### config.mk
export PLATFORM = sky130hd
export DESIGN_NAME = otp_fuse_ctrl
export DESIGN_NICKNAME = d
export VERILOG_FILES = /design/src/rtl/otpfa_pkg.sv /design/src/rtl/otpfa_ctrl_regs.sv /design/src/rtl/otpfa_fuse_word.sv /design/src/rtl/otpfa_bus_resp.sv /design/src/rtl/otp_fuse_ctrl.sv
export SDC_FILE = /design/constraint.sdc
export NUM_CORES = 1
export LEC_CHECK = 0
export ABC_AREA = 0
export BUFFER_PORTS_ARGS = -buffer_cell sky130_fd_sc_hd__buf_2
export CORE_UTILIZATION = 63
export DETAILED_ROUTE_END_ITERATION = 12
export PLACE_DENSITY = 0.8
export RECOVER_POWER = 50
export SETUP_SLACK_MARGIN = 0.05
export SLEW_MARGIN = 20
export SYNTH_ARGS = -nofsm -noshare
export SYNTH_HDL_FRONTEND = slang
export SYNTH_HIERARCHICAL = 1
export SYNTH_SLANG_ARGS = --single-unit
### constraint.sdc
create_clock -name clk -period 24.6 [get_ports clk]
set_clock_uncertainty 0.05 [all_clocks]
set_input_delay 1.23 -clock clk [delete_from_list [all_inputs] [get_ports clk]]
set_output_delay 1.23 -clock clk [all_outputs]
set_load 0.005 [all_outputs]
### src/rtl/otpfa_pkg.sv
package otpfa_pkg;

  localparam int NREGS = 15;
  localparam int IDX_W = $clog2(NREGS);

  // Register word index; the byte offset is index * 4
  typedef enum logic [IDX_W-1:0] {
    RI_SEL   = 4'd0,
    RI_IO    = 4'd1,
    RI_ASTB  = 4'd2,
    RI_CE    = 4'd3,
    RI_CLK   = 4'd4,
    RI_DIN   = 4'd5,
    RI_DOUT  = 4'd6,
    RI_DSTB  = 4'd7,
    RI_PROG  = 4'd8,
    RI_TCTL  = 4'd9,
    RI_TMODE = 4'd10,
    RI_TMREP = 4'd11,
    RI_TREAD = 4'd12,
    RI_TRIM  = 4'd13,
    RI_WEN   = 4'd14
  } reg_idx_e;

  localparam logic [31:0] GATED_WORD = 32'h0000_00FF;

endpackage

### src/rtl/otpfa_ctrl_regs.sv
module otpfa_ctrl_regs
  import otpfa_pkg::*;
#(
  parameter int FUSE_AW = 12
) (
  input  logic                         clk,
  input  logic                         rst_n,
  input  logic                         wr_en,
  input  logic [IDX_W-1:0]             wr_idx,
  input  logic [31:0]                  wr_data,
  output logic [NREGS-1:0][31:0]       regs_o
);

  localparam logic [31:0] SEL_MASK = 32'((64'd1 << FUSE_AW) - 64'd1);

  for (genvar i = 0; i < NREGS; i++) begin : g_reg
    if (i == int'(RI_DOUT)) begin : g_ro
      assign regs_o[i] = '0;
    end else begin : g_rw
      localparam logic [31:0] MASK = (i == int'(RI_SEL)) ? SEL_MASK : 32'hFFFF_FFFF;
      logic        en;
      logic [31:0] d;
      logic [31:0] q;

      always_comb begin
        en = wr_en && (wr_idx == IDX_W'(i));
        d  = wr_data & MASK;
      end

      always_ff @(posedge clk or negedge rst_n) begin
        if (!rst_n) begin
          q <= '0;
        end else if (en) begin
          q <= d;
        end
      end

      assign regs_o[i] = q;
    end
  end


  regs_hold_chk: assert property (@(posedge clk) disable iff (!rst_n)
    !wr_en |=> $stable(regs_o));

endmodule

### src/rtl/otpfa_fuse_word.sv
module otpfa_fuse_word #(
  parameter int          FUSE_AW    = 12,
  parameter int          SERIAL_IDX = 'hFC,
  parameter logic [31:0] SERIAL     = 32'h0
) (
  input  logic [FUSE_AW-1:0] idx,
  output logic [31:0]        word
);

  localparam logic [FUSE_AW-1:0] SER_A = FUSE_AW'(SERIAL_IDX);
  localparam logic [FUSE_AW-1:0] SER_B = FUSE_AW'(SERIAL_IDX + 1);

  always_comb begin
    if (idx == SER_A) begin
      word = SERIAL;
    end else if (idx == SER_B) begin
      word = ~SERIAL;
    end else begin
      word = 32'hFFFF_FFFF;
    end
  end

endmodule

### src/rtl/otpfa_bus_resp.sv
module otpfa_bus_resp (
  input  logic        clk,
  input  logic        rst_n,
  input  logic        req_valid,
  output logic        req_ready,
  output logic        accept,
  input  logic [31:0] load_data,
  output logic        rsp_valid,
  input  logic        rsp_ready,
  output logic [31:0] rsp_rdata
);

  logic        valid_q, valid_d;
  logic [31:0] data_q;

  always_comb begin
    req_ready = !valid_q || rsp_ready;
    accept    = req_valid && req_ready;
    if (accept) begin
      valid_d = 1'b1;
    end else if (rsp_ready) begin
      valid_d = 1'b0;
    end else begin
      valid_d = valid_q;
    end
  end

  always_ff @(posedge clk or negedge rst_n) begin
    if (!rst_n) begin
      valid_q <= 1'b0;
    end else begin
      valid_q <= valid_d;
    end
  end

  always_ff @(posedge clk or negedge rst_n) begin
    if (!rst_n) begin
      data_q <= '0;
    end else if (accept) begin
      data_q <= load_data;
    end
  end

  assign rsp_valid = valid_q;
  assign rsp_rdata = data_q;


  rsp_hold_chk: assert property (@(posedge clk) disable iff (!rst_n)
    (rsp_valid && !rsp_ready) |=> (rsp_valid && $stable(rsp_rdata)));


  rsp_follows_chk: assert property (@(posedge clk) disable iff (!rst_n)
    (req_valid && req_ready) |=> rsp_valid);

endmodule

### src/rtl/otp_fuse_ctrl.sv
module otp_fuse_ctrl
  import otpfa_pkg::*;
#(
  parameter int          BUS_AW     = 8,
  parameter int          FUSE_AW    = 12,
  parameter int          SERIAL_IDX = 'hFC,
  parameter logic [31:0] SERIAL     = 32'h0
) (
  input  logic              clk,
  input  logic              rst_n,
  input  logic              req_valid,
  output logic              req_ready,
  input  logic              req_write,
  input  logic [BUS_AW-1:0] req_addr,
  input  logic [31:0]       req_wdata,
  output logic              rsp_valid,
  input  logic              rsp_ready,
  output logic [31:0]       rsp_rdata
);

  localparam int WORD_W = BUS_AW - 2;

  // Reset: asserted at once, released through two flops
  logic [1:0] rst_sync_q;
  logic       rst_n_int;

  always_ff @(posedge clk or negedge rst_n) begin
    if (!rst_n) begin
      rst_sync_q <= '0;
    end else begin
      rst_sync_q <= {rst_sync_q[0], 1'b1};
    end
  end
  assign rst_n_int = rst_sync_q[1];

  // Address decode
  logic              aligned, hit, is_dout, accept, wr_en;
  logic [WORD_W-1:0] word;
  logic [IDX_W-1:0]  ridx;

  always_comb begin
    aligned = (req_addr[1:0] == 2'b00);
    word    = req_addr[BUS_AW-1:2];
    hit     = aligned && (word < WORD_W'(NREGS));
    ridx    = word[IDX_W-1:0];
    is_dout = hit && (ridx == RI_DOUT);
    wr_en   = accept && req_write && hit && !is_dout;
  end

  logic [NREGS-1:0][31:0] regs_q;

  otpfa_ctrl_regs #(.FUSE_AW(FUSE_AW)) u_regs (
    .clk     (clk),
    .rst_n   (rst_n_int),
    .wr_en   (wr_en),
    .wr_idx  (ridx),
    .wr_data (req_wdata),
    .regs_o  (regs_q)
  );

  logic [FUSE_AW-1:0] fuse_idx;
  logic [31:0]        fuse_word;

  assign fuse_idx = regs_q[RI_SEL][FUSE_AW-1:0];

  otpfa_fuse_word #(
    .FUSE_AW    (FUSE_AW),
    .SERIAL_IDX (SERIAL_IDX),
    .SERIAL     (SERIAL)
  ) u_fuse (
    .idx  (fuse_idx),
    .word (fuse_word)
  );

  // Gated read path
  logic        gate_on;
  logic [31:0] rd_val;

  always_comb begin
    gate_on = regs_q[RI_CE][0] && regs_q[RI_DSTB][0] && regs_q[RI_TRIM][0];
    if (req_write || !hit) begin
      rd_val = '0;
    end else if (is_dout) begin
      rd_val = gate_on ? fuse_word : GATED_WORD;
    end else begin
      rd_val = regs_q[ridx];
    end
  end

  otpfa_bus_resp u_resp (
    .clk       (clk),
    .rst_n     (rst_n_int),
    .req_valid (req_valid),
    .req_ready (req_ready),
    .accept    (accept),
    .load_data (rd_val),
    .rsp_valid (rsp_valid),
    .rsp_ready (rsp_ready),
    .rsp_rdata (rsp_rdata)
  );


  gated_read_chk: assert property (@(posedge clk) disable iff (!rst_n_int)
    (accept && !req_write && is_dout && !gate_on) |=> (rsp_rdata == GATED_WORD));


  serial_read_chk: assert property (@(posedge clk) disable iff (!rst_n_int)
    (accept && !req_write && is_dout && gate_on &&
     (fuse_idx == FUSE_AW'(SERIAL_IDX))) |=> (rsp_rdata == SERIAL));


  dout_wr_chk: assert property (@(posedge clk) disable iff (!rst_n_int)
    (accept && req_write && is_dout) |=> $stable(regs_q));


  unmapped_rd_chk: assert property (@(posedge clk) disable iff (!rst_n_int)
    (accept && !req_write && !hit) |=> (rsp_rdata == 32'h0));


  wr_resp_chk: assert property (@(posedge clk) disable iff (!rst_n_int)
    (accept && req_write) |=> (rsp_rdata == 32'h0));

endmodule

==> impl_metrics.csv <==
group,metric,value,unit
critical_path,reg2reg_depth,2,
floorplanning,die_area,36600,um2
clocking,insertion_delay,0.56,ns
drt,wl,53.3,mm
cells_and_area,fill_cells,2344,
place,dp_cells,1928,
critical_path,path_class,"register to async pin",
timing,min_period_over_period,0.331,
clocking,cts_tree,"yes",
grt,grt_max_degree,194,
grt,grt_overflow,0,
critical_path,endpoint_kind,"async pin",
floorplanning,core_area,34900,um2
floorplanning,io_pins,79,
floorplanning,die_h,191,um
outcome,status,"complete, but fails checks",
critical_path,cp-startpoint,"rst_sync_q[1]$_DFF_PN0_",
place,gp_congestion,0.787,
logic_synthesis,synth_area,22500,um2
floorplanning,die_x,191,um
timing,rsz0062_at_grt,"false",
timing,hold_violations,0,
critical_path,rr_endpoint,"u_regs/g_reg[13].g_rw.q[7]$_DFFE_PN0P_",
run,drv_cap,5,
cells_and_area,final_cell_mix,"dfrtp_1 (463), mux2_2 (453), mux4_2 (86), buf_2 (55), conb_1 (51)",
worst_hold_path,hold_depth,0,
cells_and_area,finalNonFillerCells,2016,
clocking,cts_num_sinks,463,
grt,grt.met2_usage,0.480,
critical_path,cp_slowest_cell,"clkbuf_1",
timing,whs,0.300,ns
grt,grt_use_met1,0.429,
clocking,numCtsBuffers,48,
critical_path,critical-path-top-delay-family,"buffers and inverters",
pwr,ir_drop,0.0542,mV
timing,final.setup.tns,0,ns
floorplanning,start_util,0.646,
floorplanning,num_rows,68,
critical_path,crit_end,"u_regs/g_reg[13].g_rw.q[7]$_DFFE_PN0P_",
grt,grt_pass1_vias,13900,
worst_hold_path,hp-class,"register to register",
logic_synthesis,synthCells,1540,
timing,max_freq,123,MHz
critical_path,reg2reg_from,"rst_sync_q[1]$_DFF_PN0_",
grt,grt_use_total,0.303,
critical_path,crit_required,24.52,ns
cells_and_area,syn_to_final_growth,7.71,%
place,dp_hpwl,30.2,mm
critical_path,rrSetupSlack,16.46,ns
critical_path,worstSetupStartpointType,"register",
clocking,cts-root-buf,"clkbuf_16",
clocking,htree_num_levels,2,
cells_and_area,final_common_cell,"dfrtp_1",
logic_synthesis,yosys_warnings,6,
critical_path,path_depth,2,
grt,antenna_found_initial,3,
clocking,cts_setup_buffers,0,
pwr,p_total,1630,uW
critical_path,slowest_delay,3.14,ns
critical_path,crit_arrival,8.05,ns
drt,drt_iter0_drc,1044,
logic_synthesis,avgSynthCellArea,14.6,um2
timing,slew_headroom,-1.88,
critical_path,crit_buf_inv,2,
clocking,cts_max_path_buffers,3,
pwr,powerDensity,67.1,nW/um2
timing,max_slew.worst_pin.slew,4.32,ns
critical_path,cp_max_fo,80,
cells_and_area,finalNetCount,1569,
pwr,p_leak,0.0118,uW
clocking,path_clk_slew,0.06,ns
timing,slew_viol_final,331,
timing,setup_viol_count_final,0,
outcome,violations,"capacitance limit, slew limit",
place,io_buffers,78,
clocking,ctsHoldBuffers,0,
grt,busiest_layer,"met2",
drt,dr.pass1.iters,5,
critical_path,path_cells,"clkbuf_1 -> clkbuf_1",
drt,drc,0,
drt,wire_per_inst,26.4,um
grt,grtUsageMet3,0.0549,
cells_and_area,layout-drive-gt1-share,0.491,
drt,via_count,13300,
critical_path,cp_common_cell,"clkbuf_1",
drt,via_per_inst,6.60,
grt,grt_pass1_wl,83.1,mm
drt,drtAntennaViolNets,0,
timing,min_period,8.14,ns
clocking,cts_resized,0,
==> cell type report <==
class	instances	area, um2	area share
Sequential cell	463	11600	0.477
Antenna cell	1	2.50	0.000103
Inverter	5	18.8	0.000773
Clock buffer	74	1460	0.0601
Multi-Input combinational cell	898	9880	0.407
Timing Repair Buffer	108	608	0.0250
Tap cell	455	569	0.0234
Clock inverter	12	164	0.00675
==> layer usage <==
layer	routed length [um]	part of all wire
met5	30	0.00056
met4	1380	0.026
met3	3340	0.063
met2	25600	0.48
met1	22900	0.43
==> state kept, by name, summed over array words and instances, names as in the netlist <==
register          flops
u_regs/g.g_rw.q     428
rst_sync_q            2
u_resp/rsp_rdata     32
u_resp/rsp_valid      1
==> worst reg2reg max path, cell delays in order (launching register included) <==
cell	delay, ns
dfrtp_1	1.90
clkbuf_1	3.16
clkbuf_1	2.40
==> where the power goes <==
part	internal, uW	total, uW	leakage (uW)	switching, uW
registers	776	785	0.00644	8.99
clock network	449	743	0.000806	294
logic	38.0	102	0.00457	63.8
==> worst min-delay path by stage <==
stage                     slack, ns                 endpoint                    start
final                          0.30  rst_sync_q[1]$_DFF_PN0_  rst_sync_q[0]$_DFF_PN0_
after global routing           0.33  rst_sync_q[1]$_DFF_PN0_  rst_sync_q[0]$_DFF_PN0_
after CTS                      0.30  rst_sync_q[1]$_DFF_PN0_  rst_sync_q[0]$_DFF_PN0_
after detailed placement       0.29  rst_sync_q[1]$_DFF_PN0_  rst_sync_q[0]$_DFF_PN0_
after global placement         0.29  rst_sync_q[1]$_DFF_PN0_  rst_sync_q[0]$_DFF_PN0_
after floorplan                0.28  rst_sync_q[1]$_DFF_PN0_  rst_sync_q[0]$_DFF_PN0_
==> through the flow <==
step | cell area (um2) | util | setup slack (ns)
final | 24300 | 0.696 | 16.46
after global routing | 24300 | 0.696 | 14.75
after CTS | 24300 | 0.697 | 20.20
after detailed placement | 22700 | 0.651 | 19.69
after global placement | 22700 | 0.651 | 19.83
after floorplan | 22700 | - | 10.69
Power figures use the tool's default switching activity.
